$ cat config.mk
export PLATFORM = sky130hd
export DESIGN_NAME = pn_robust_correlator
export DESIGN_NICKNAME = d
export VERILOG_FILES = /design/src/rtl/pn_corr_pkg.sv /design/src/rtl/pn_corr_phase_bank.sv /design/src/rtl/pn_corr_sort4.sv /design/src/rtl/pn_corr_fuse.sv /design/src/rtl/pn_robust_correlator.sv
export SDC_FILE = /design/constraint.sdc
export NUM_CORES = 2
export LEC_CHECK = 0
export BUFFER_PORTS_ARGS = -buffer_cell sky130_fd_sc_hd__buf_2
export CORE_ASPECT_RATIO = 0.7
export CORE_MARGIN = 8
export CORE_UTILIZATION = 59
export CTS_BUF_LIST = sky130_fd_sc_hd__clkbuf_16
export DETAILED_ROUTE_END_ITERATION = 8
export GPL_ROUTABILITY_DRIVEN = 0
export MAX_ROUTING_LAYER = met4
export PLACE_DENSITY = 0.79
export SYNTH_ARGS = -nofsm -noshare
export SYNTH_HDL_FRONTEND = slang
export SYNTH_HIERARCHICAL = 1
export SYNTH_SLANG_ARGS = --single-unit
$ cat constraint.sdc
create_clock -name clk -period 11.5 [get_ports clk]
set_clock_uncertainty 0.05 [all_clocks]
set_input_delay 1.15 -clock clk [delete_from_list [all_inputs] [get_ports clk]]
set_output_delay 1.15 -clock clk [all_outputs]
set_load 0.05 [all_outputs]
$ cat src/rtl/pn_corr_pkg.sv
`timescale 1ns/1ps
package pn_corr_pkg;

  // fusion rule selector; the fourth encoding falls back to the plain sum
  typedef enum logic [1:0] {
    FUSE_SUM     = 2'd0,
    FUSE_MEDIAN  = 2'd1,
    FUSE_CLIP    = 2'd2,
    FUSE_SUM_ALT = 2'd3
  } fuse_mode_e;

endpackage

$ cat src/rtl/pn_corr_phase_bank.sv
`timescale 1ns/1ps
// Interleaved branch accumulators: sample i of a window lands in branch i mod N_PH,
// weighted by chip i of the stored code.
module pn_corr_phase_bank #(
  parameter int N_PH    = 4,
  parameter int TAPS_PH = 8,
  parameter int SAMP_W  = 8,
  parameter int ACC_W   = 16
) (
  input  logic                      clk,
  input  logic                      rst_n,
  input  logic                      in_valid,
  input  logic signed [SAMP_W-1:0]  in_sample,
  input  logic                      code_load,
  input  logic [N_PH*TAPS_PH-1:0]   code_word,
  output logic                      part_valid,
  output logic [N_PH*ACC_W-1:0]     part_flat
);

  localparam int WIN   = N_PH * TAPS_PH;
  localparam int IDX_W = $clog2(WIN);
  localparam int PH_W  = $clog2(N_PH);

  logic [WIN-1:0]           code_q, code_d;
  logic [IDX_W-1:0]         idx_q, idx_d;
  logic                     pv_q, pv_d;
  logic signed [ACC_W-1:0]  samp_x;
  logic signed [ACC_W-1:0]  contrib;
  logic                     win_last;

  always_comb begin
    samp_x   = {{(ACC_W-SAMP_W){in_sample[SAMP_W-1]}}, in_sample};
    contrib  = code_q[idx_q] ? samp_x : -samp_x;
    win_last = (idx_q == IDX_W'(WIN-1));
    code_d   = code_load ? code_word : code_q;
    idx_d    = idx_q;
    if (in_valid) begin
      idx_d = win_last ? '0 : idx_q + 1'b1;
    end
    pv_d = in_valid & win_last;
  end

  always_ff @(posedge clk or negedge rst_n) begin
    if (!rst_n) begin
      code_q <= '0;
      idx_q  <= '0;
      pv_q   <= 1'b0;
    end else begin
      code_q <= code_d;
      idx_q  <= idx_d;
      pv_q   <= pv_d;
    end
  end

  generate
    for (genvar p = 0; p < N_PH; p++) begin : g_branch
      logic signed [ACC_W-1:0] acc_q, acc_d, acc_nx;
      logic signed [ACC_W-1:0] part_q, part_d;
      logic                    hit;

      always_comb begin
        hit    = (idx_q[PH_W-1:0] == PH_W'(p));
        acc_nx = acc_q + (hit ? contrib : '0);
        acc_d  = acc_q;
        part_d = part_q;
        if (in_valid) begin
          acc_d = win_last ? '0 : acc_nx;
          if (win_last) begin
            part_d = acc_nx;
          end
        end
      end

      always_ff @(posedge clk or negedge rst_n) begin
        if (!rst_n) begin
          acc_q  <= '0;
          part_q <= '0;
        end else begin
          acc_q  <= acc_d;
          part_q <= part_d;
        end
      end

      assign part_flat[p*ACC_W +: ACC_W] = part_q;
    end
  endgenerate

  assign part_valid = pv_q;

endmodule

$ cat src/rtl/pn_corr_sort4.sv
`timescale 1ns/1ps
// Compare-exchange network for four signed values; only the two middle ranks leave.
module pn_corr_sort4 #(
  parameter int W = 16
) (
  input  logic signed [W-1:0] a,
  input  logic signed [W-1:0] b,
  input  logic signed [W-1:0] c,
  input  logic signed [W-1:0] d,
  output logic signed [W-1:0] mid_lo,
  output logic signed [W-1:0] mid_hi
);

  logic signed [W-1:0] l_ab, h_ab, l_cd, h_cd, x_lo, x_hi;

  always_comb begin
    l_ab = (a < b) ? a : b;
    h_ab = (a < b) ? b : a;
    l_cd = (c < d) ? c : d;
    h_cd = (c < d) ? d : c;
    // larger of the two minima and smaller of the two maxima are the middle pair
    x_lo = (l_ab < l_cd) ? l_cd : l_ab;
    x_hi = (h_ab < h_cd) ? h_ab : h_cd;
    mid_lo = (x_lo < x_hi) ? x_lo : x_hi;
    mid_hi = (x_lo < x_hi) ? x_hi : x_lo;
  end

endmodule

$ cat src/rtl/pn_corr_fuse.sv
`timescale 1ns/1ps
// Three-stage fusion: sort, clip residuals, select rule and threshold.
// The sorting network fixes the branch count at four.
module pn_corr_fuse
  import pn_corr_pkg::*;
#(
  parameter int N_PH  = 4,
  parameter int ACC_W = 16,
  parameter int OUT_W = 19
) (
  input  logic                    clk,
  input  logic                    rst_n,
  input  logic                    part_valid,
  input  logic [N_PH*ACC_W-1:0]   part_flat,
  input  fuse_mode_e              mode,
  input  logic [ACC_W-1:0]        clip_k,
  input  logic [OUT_W-1:0]        thr,
  output logic                    out_valid,
  output logic signed [OUT_W-1:0] fused,
  output logic                    detect
);

  localparam int SUM_W  = ACC_W + $clog2(N_PH);
  localparam int MED_W  = ACC_W + 1;
  localparam int RES_W  = ACC_W + 3;
  localparam int CS_W   = RES_W + $clog2(N_PH);
  localparam int WIDE_W = OUT_W + 3;

  // ---------------- stage 1: unpack, sort, total ----------------
  logic signed [ACC_W-1:0] y_in [N_PH];
  logic signed [ACC_W-1:0] mlo_d, mhi_d;
  logic signed [SUM_W-1:0] tot1_d;

  for (genvar p = 0; p < N_PH; p++) begin : g_unpack
    assign y_in[p] = part_flat[p*ACC_W +: ACC_W];
  end

  pn_corr_sort4 #(.W(ACC_W)) sort_i (
    .a      (y_in[0]),
    .b      (y_in[1]),
    .c      (y_in[2]),
    .d      (y_in[3]),
    .mid_lo (mlo_d),
    .mid_hi (mhi_d)
  );

  always_comb begin
    tot1_d = '0;
    for (int p = 0; p < N_PH; p++) begin
      tot1_d = tot1_d + SUM_W'(y_in[p]);
    end
  end

  logic signed [ACC_W-1:0] y1_q [N_PH];
  logic signed [ACC_W-1:0] mlo1_q, mhi1_q;
  logic signed [SUM_W-1:0] tot1_q;
  logic                    v1_q;

  always_ff @(posedge clk or negedge rst_n) begin
    if (!rst_n) begin
      for (int p = 0; p < N_PH; p++) y1_q[p] <= '0;
      mlo1_q <= '0;
      mhi1_q <= '0;
      tot1_q <= '0;
      v1_q   <= 1'b0;
    end else begin
      v1_q <= part_valid;
      if (part_valid) begin
        for (int p = 0; p < N_PH; p++) y1_q[p] <= y_in[p];
        mlo1_q <= mlo_d;
        mhi1_q <= mhi_d;
        tot1_q <= tot1_d;
      end
    end
  end

  // ---------------- stage 2: doubled median, clipped residuals ----------------
  logic signed [MED_W-1:0] s2_d;
  logic signed [RES_W-1:0] lim2;
  logic signed [RES_W-1:0] res_v, clp_v;
  logic signed [CS_W-1:0]  cs2_d;

  always_comb begin
    s2_d  = MED_W'(mlo1_q) + MED_W'(mhi1_q);
    lim2  = RES_W'({1'b0, clip_k, 1'b0});
    cs2_d = '0;
    res_v = '0;
    clp_v = '0;
    for (int p = 0; p < N_PH; p++) begin
      res_v = (RES_W'(y1_q[p]) <<< 1) - RES_W'(s2_d);
      if (res_v > lim2) begin
        clp_v = lim2;
      end else if (res_v < -lim2) begin
        clp_v = -lim2;
      end else begin
        clp_v = res_v;
      end
      cs2_d = cs2_d + CS_W'(clp_v);
    end
  end

  logic signed [MED_W-1:0] s2_q;
  logic signed [CS_W-1:0]  cs2_q;
  logic signed [SUM_W-1:0] tot2_q;
  logic                    v2_q;

  always_ff @(posedge clk or negedge rst_n) begin
    if (!rst_n) begin
      s2_q   <= '0;
      cs2_q  <= '0;
      tot2_q <= '0;
      v2_q   <= 1'b0;
    end else begin
      v2_q <= v1_q;
      if (v1_q) begin
        s2_q   <= s2_d;
        cs2_q  <= cs2_d;
        tot2_q <= tot1_q;
      end
    end
  end

  // ---------------- stage 3: rule select and threshold ----------------
  logic signed [WIDE_W-1:0] med_w, sum_w, clip_w, pick_w;
  logic signed [OUT_W-1:0]  fused_d;
  logic [OUT_W-1:0]         mag;
  logic                     det_d;

  always_comb begin
    med_w  = WIDE_W'(s2_q) <<< 1;
    sum_w  = WIDE_W'(tot2_q);
    clip_w = med_w + (WIDE_W'(cs2_q) >>> 1);
    case (mode)
      FUSE_MEDIAN: pick_w = med_w;
      FUSE_CLIP:   pick_w = clip_w;
      default:     pick_w = sum_w;
    endcase
    fused_d = pick_w[OUT_W-1:0];
    mag     = fused_d[OUT_W-1] ? OUT_W'(-fused_d) : OUT_W'(fused_d);
    det_d   = v2_q && (mag >= thr);
  end

  logic signed [OUT_W-1:0] fused_q;
  logic                    det_q;
  logic                    v3_q;

  always_ff @(posedge clk or negedge rst_n) begin
    if (!rst_n) begin
      fused_q <= '0;
      det_q   <= 1'b0;
      v3_q    <= 1'b0;
    end else begin
      v3_q  <= v2_q;
      det_q <= det_d;
      if (v2_q) begin
        fused_q <= fused_d;
      end
    end
  end

  assign out_valid = v3_q;
  assign fused     = fused_q;
  assign detect    = det_q;

endmodule

$ cat src/rtl/pn_robust_correlator.sv
`timescale 1ns/1ps
module pn_robust_correlator
  import pn_corr_pkg::*;
#(
  parameter int N_PH    = 4,
  parameter int TAPS_PH = 8,
  parameter int SAMP_W  = 8,
  parameter int ACC_W   = 16,
  localparam int WIN    = N_PH * TAPS_PH,
  localparam int OUT_W  = ACC_W + 3
) (
  input  logic                    clk,
  input  logic                    rst_n,
  input  logic                    in_valid,
  input  logic signed [SAMP_W-1:0] in_sample,
  input  logic                    code_load,
  input  logic [WIN-1:0]          code_word,
  input  logic [1:0]              fuse_mode,
  input  logic [ACC_W-1:0]        clip_k,
  input  logic [OUT_W-1:0]        det_thresh,
  output logic                    out_valid,
  output logic signed [OUT_W-1:0] out_corr,
  output logic                    out_detect
);

  // reset: asserted at once, released after two clock edges
  logic [1:0] rsync_q;
  logic       rst_int_n;

  always_ff @(posedge clk or negedge rst_n) begin
    if (!rst_n) begin
      rsync_q <= 2'b00;
    end else begin
      rsync_q <= {rsync_q[0], 1'b1};
    end
  end

  assign rst_int_n = rsync_q[1];

  logic                  part_valid;
  logic [N_PH*ACC_W-1:0] part_flat;

  pn_corr_phase_bank #(
    .N_PH    (N_PH),
    .TAPS_PH (TAPS_PH),
    .SAMP_W  (SAMP_W),
    .ACC_W   (ACC_W)
  ) bank_i (
    .clk        (clk),
    .rst_n      (rst_int_n),
    .in_valid   (in_valid),
    .in_sample  (in_sample),
    .code_load  (code_load),
    .code_word  (code_word),
    .part_valid (part_valid),
    .part_flat  (part_flat)
  );

  pn_corr_fuse #(
    .N_PH  (N_PH),
    .ACC_W (ACC_W),
    .OUT_W (OUT_W)
  ) fuse_i (
    .clk        (clk),
    .rst_n      (rst_int_n),
    .part_valid (part_valid),
    .part_flat  (part_flat),
    .mode       (fuse_mode_e'(fuse_mode)),
    .clip_k     (clip_k),
    .thr        (det_thresh),
    .out_valid  (out_valid),
    .fused      (out_corr),
    .detect     (out_detect)
  );

endmodule

==> results.rst <==
.. list-table::
   :header-rows: 1

   * - Metric
     - Value
   * - Detailed router's first-iteration violation count
     - 3,351
   * - Core occupancy in the finished layout
     - 0.638
   * - DR vias/cell
     - 6.47
   * - Worst max-slew margin expressed relative to the limit
     - 0.261
   * - Ys async rst share
     - 1.00
   * - Area after DPL
     - 0.0358 mm²
   * - Die Height
     - 219 µm
   * - Via count of the first global-routing pass
     - 28,256
   * - Register-to-register setup slack
     - 480 ps
   * - Smallest setup slack after layout
     - 483 ps
   * - Worst EP required
     - 11,910 ps
   * - Clk root buf
     - sky130_fd_sc_hd__clkbuf_16
   * - Top_reg_cell synth
     - sky130_fd_sc_hd__dfrtp_1
   * - Setup TNS
     - 0 ps
   * - Class of the worst hold path
     - input pin to asynchronous set/reset pin
   * - Post-placement worst setup slack
     - 605 ps
   * - Met1 usage
     - 0.440
   * - Wire length per cell after detailed routing
     - 22.8 µm
   * - Wire length of the first global-routing pass
     - 163 mm
   * - Critical path start-end classification
     - flip-flop to flip-flop
   * - # H-tree levels
     - 2
   * - Number of buffers added to fix hold violations after cts
     - 0
   * - Maximum net fanout on the critical path
     - 9
   * - Max-cap check violation count
     - 0
   * - Kind of end point of the critical path
     - flip-flop
   * - Sum of routed wire length over all layers
     - 104 mm
   * - Most used routing layer in global routing
     - met1
   * - Num ports
     - 102
   * - Layout cells sized above 1
     - 0.132
   * - Unrepaired setup endpoints after global routing
     - no
   * - Total routing resource utilization after global routing
     - 0.313
   * - Number of slew-limit violations in the final report
     - 0
   * - Number of fillers in the final layout
     - 4,722
   * - Netlist Area Pre-Place
     - 0.0346 mm²
   * - Total CTS buffers
     - 39
   * - PortBufs
     - 101
   * - CTS Buffer Depth
     - 3
   * - Status
     - finished clean
   * - Number of flops mapped to enable cells by yosys
     - 0
   * - FF-to-FF path depth
     - 41
   * - Yosys reg bits
     - 359
   * - Worst-margin pin slew
     - 1080 ps
   * - Number of nets at the end of the flow
     - 4,337
   * - Synth-to-Final Area Change
     - 7.14%
   * - Reg-to-reg startpoint
     - fuse_i/mlo1_q[1]
   * - Detailed-router iteration count before antenna repair
     - 6
   * - Final setup vio count
     - 0
   * - M3 GR Usage
     - 0.112
   * - Arrival time worst endpoint
     - 11,430 ps
   * - Global route overflow
     - 0
   * - Sink Count
     - 359
   * - Clock-pin slew reported for the worst setup and hold paths after clock tree synthesis
     - 70 ps
   * - Pin count of the biggest net entering global routing
     - 168
   * - Number of antenna violations at the first check in global routing
     - 3
   * - Cell type of the slowest stage on the worst timing path
     - sky130_fd_sc_hd__fa_1
   * - Synthesized instance count
     - 3,715
   * - Post-Synthesis Net Count
     - 4,289
   * - CTS tree
     - done
   * - Met2 usage
     - 0.426
   * - Die outline area
     - 0.0668 mm²
   * - DRC violation count after routing
     - 0
   * - Crit-path max cell delay
     - 530 ps
   * - Half-perimeter wire length of the detailed placement result
     - 79.9 mm
   * - Area of the core
     - 0.0581 mm²
   * - Sequential fraction of the synthesis area
     - 0.260
   * - Avg Inst Size Synth
     - 9.31 µm²
   * - Maximum operating frequency
     - 90.8 MHz
   * - Hold Fails Final Rpt
     - 0
   * - Synthesis warning total
     - 6
   * - Number of nets with antenna violations after routing
     - 0
   * - Overall die width
     - 305 µm
   * - Effective utilization at floorplan
     - 0.595
   * - Post-layout min period
     - 11,020 ps
   * - Nature of the critical path startpoint
     - flip-flop
   * - Final worst path period share
     - 0.958
   * - Via count
     - 29,444
   * - R2R Path End
     - fuse_i/cs2_q[17]
   * - Row cnt
     - 74
   * - Insertion delay of the later-clocked pin in the worst-skew pair
     - 570 ps
   * - Count of different cell masters after synthesis
     - 117
   * - Final std cell area, no fill
     - 0.0371 mm²
cell usage after synthesis, types with 19 or more instances:
library cell	number	area, µm²
sky130_fd_sc_hd__nand2b_1	52	325
sky130_fd_sc_hd__inv_1	300	1130
sky130_fd_sc_hd__nor2b_1	95	594
sky130_fd_sc_hd__fa_1	81	1620
sky130_fd_sc_hd__a21o_1	95	713
sky130_fd_sc_hd__o211ai_1	21	158
sky130_fd_sc_hd__clkbuf_1	87	327
sky130_fd_sc_hd__and2_1	21	131
sky130_fd_sc_hd__o21ai_0	214	1070
sky130_fd_sc_hd__mux2_2	226	2540
sky130_fd_sc_hd__nand2_1	191	717
sky130_fd_sc_hd__nand4_1	45	282
sky130_fd_sc_hd__nor2_1	189	709
sky130_fd_sc_hd__dfrtp_1	359	8980
sky130_fd_sc_hd__xnor2_1	153	1340
sky130_fd_sc_hd__a31oi_1	19	119
sky130_fd_sc_hd__o21a_1	49	368
sky130_fd_sc_hd__a21oi_1	262	1310
sky130_fd_sc_hd__o21bai_1	36	270
sky130_fd_sc_hd__o2bb2ai_1	50	438
sky130_fd_sc_hd__nand3_1	60	300
sky130_fd_sc_hd__xor2_1	50	438
sky130_fd_sc_hd__nor3_1	53	265
sky130_fd_sc_hd__o22ai_1	24	150
sky130_fd_sc_hd__ha_1	412	5150
sky130_fd_sc_hd__a211oi_1	34	255
sky130_fd_sc_hd__mux2i_1	146	1460
critical path: cells and delay by family (launching register included):
kind	cells	cell delay, ps
muxes	1	260
DFF	1	390
xor gates and xnor gates	3	470
AOI/OAI and AO/OA	17	3950
and+or+nand+nor	10	2290
buffers and inverters	1	250
adders and majority gates	9	3290
what timing repair did:
item	CTS	global route
endpoints found under the setup margin	0	3
setup buffers	0	0
hold endpoints to repair	0	0
gates resized for setup	0	3
cell families (layout without fill, tap and decap cells):
logic type,Yosys count,count (layout),synth area share
buffers and inverters,440,517,0.0514
other,1,3,0.000108
flip-flops,359,359,0.260
multiplexers,388,388,0.123
AND/OR/NAND/NOR,822,822,0.120
AO/OA/AOI/OAI,991,991,0.191
adder cells (fa/ha/maj),506,506,0.200
XOR/XNOR,208,208,0.0546
state kept, by name (all words and copies together) (netlist names), 2 cells and up:
signal                  flops
bank_i/g_branch.acc_q      64
bank_i/g_branch.part_q     64
fuse_i/y1_q                64
bank_i/code_q              32
fuse_i/cs2_q               19
fuse_i/fused               19
fuse_i/tot1_q              18
fuse_i/tot2_q              18
fuse_i/s2_q                17
fuse_i/mhi1_q              16
fuse_i/mlo1_q              16
bank_i/idx_q                5
rsync_q                     2
cells in the final DEF, fill, tap and decap left out, types with 10 or more instances in the layout:
cell type,instances
sky130_fd_sc_hd__ha_1,412
sky130_fd_sc_hd__dfrtp_1,356
sky130_fd_sc_hd__inv_1,307
sky130_fd_sc_hd__a21oi_1,262
sky130_fd_sc_hd__mux2_2,226
sky130_fd_sc_hd__o21ai_0,214
sky130_fd_sc_hd__nand2_1,190
sky130_fd_sc_hd__nor2_1,189
sky130_fd_sc_hd__xnor2_1,153
sky130_fd_sc_hd__mux2i_1,144
sky130_fd_sc_hd__buf_2,101
sky130_fd_sc_hd__nor2b_1,95
sky130_fd_sc_hd__a21o_1,95
sky130_fd_sc_hd__fa_1,81
sky130_fd_sc_hd__nand3_1,60
sky130_fd_sc_hd__nor3_1,53
sky130_fd_sc_hd__nand2b_1,51
sky130_fd_sc_hd__o2bb2ai_1,50
sky130_fd_sc_hd__o21a_1,49
sky130_fd_sc_hd__xor2_1,48
sky130_fd_sc_hd__nand4_1,45
sky130_fd_sc_hd__buf_4,40
sky130_fd_sc_hd__clkbuf_16,39
sky130_fd_sc_hd__o21bai_1,36
sky130_fd_sc_hd__a211oi_1,34
sky130_fd_sc_hd__o22ai_1,24
sky130_fd_sc_hd__o211ai_1,21
sky130_fd_sc_hd__and2_1,20
sky130_fd_sc_hd__a31oi_1,19
sky130_fd_sc_hd__and3_1,18
sky130_fd_sc_hd__or3_1,18
sky130_fd_sc_hd__o31ai_1,15
sky130_fd_sc_hd__a22oi_1,15
sky130_fd_sc_hd__nor4_1,13
sky130_fd_sc_hd__or2_2,13
sky130_fd_sc_hd__clkinv_1,12
sky130_fd_sc_hd__nand3b_1,11
sky130_fd_sc_hd__or4_1,11
sky130_fd_sc_hd__a221oi_1,10
metal layers:
layer  vias to the layer above  part of all wire
met3                       238              0.14
met4                         0             0.024
met1                     14061              0.44
met5                         -                 0
met2                      1596              0.39
li1                      13549                 -
how the worst max path moves through the flow:
stage                      from               end  slack [ps]  cells after the start
2_1_floorplan        rsync_q[1]  bank_i/code_q[0]         700                      0
3_3_place_gp   fuse_i/mlo1_q[1]  fuse_i/cs2_q[17]         850                     41
3_5_place_dp   fuse_i/mlo1_q[1]  fuse_i/cs2_q[17]         610                     41
4_1_cts        fuse_i/mlo1_q[1]  fuse_i/cs2_q[17]         550                     41
5_1_grt        fuse_i/mlo1_q[1]  fuse_i/cs2_q[17]          20                     41
6_report       fuse_i/mlo1_q[1]  fuse_i/cs2_q[17]         480                     41
metrics by stage:
step	instances	hold slack, ps
after floorplan	3715	281
after global placement	4482	285
after detailed placement	4482	296
after CTS	4552	285
after global routing	4554	287
final	4554	302
final cells by class:
cell class	instances	area (µm²)	area share
clock inverters	31	268	0.00722
diodes	2	5.00	0.000135
inverters	305	1150	0.0309
flip-flops and latches	359	8990	0.243
repair buffers	142	826	0.0223
multi-input cells	2916	23900	0.645
well taps	760	951	0.0256
clock buffers	39	976	0.0263
Power is not shown: default switching activity piles up to over one toggle a cycle in this logic, so the estimate is an artifact.
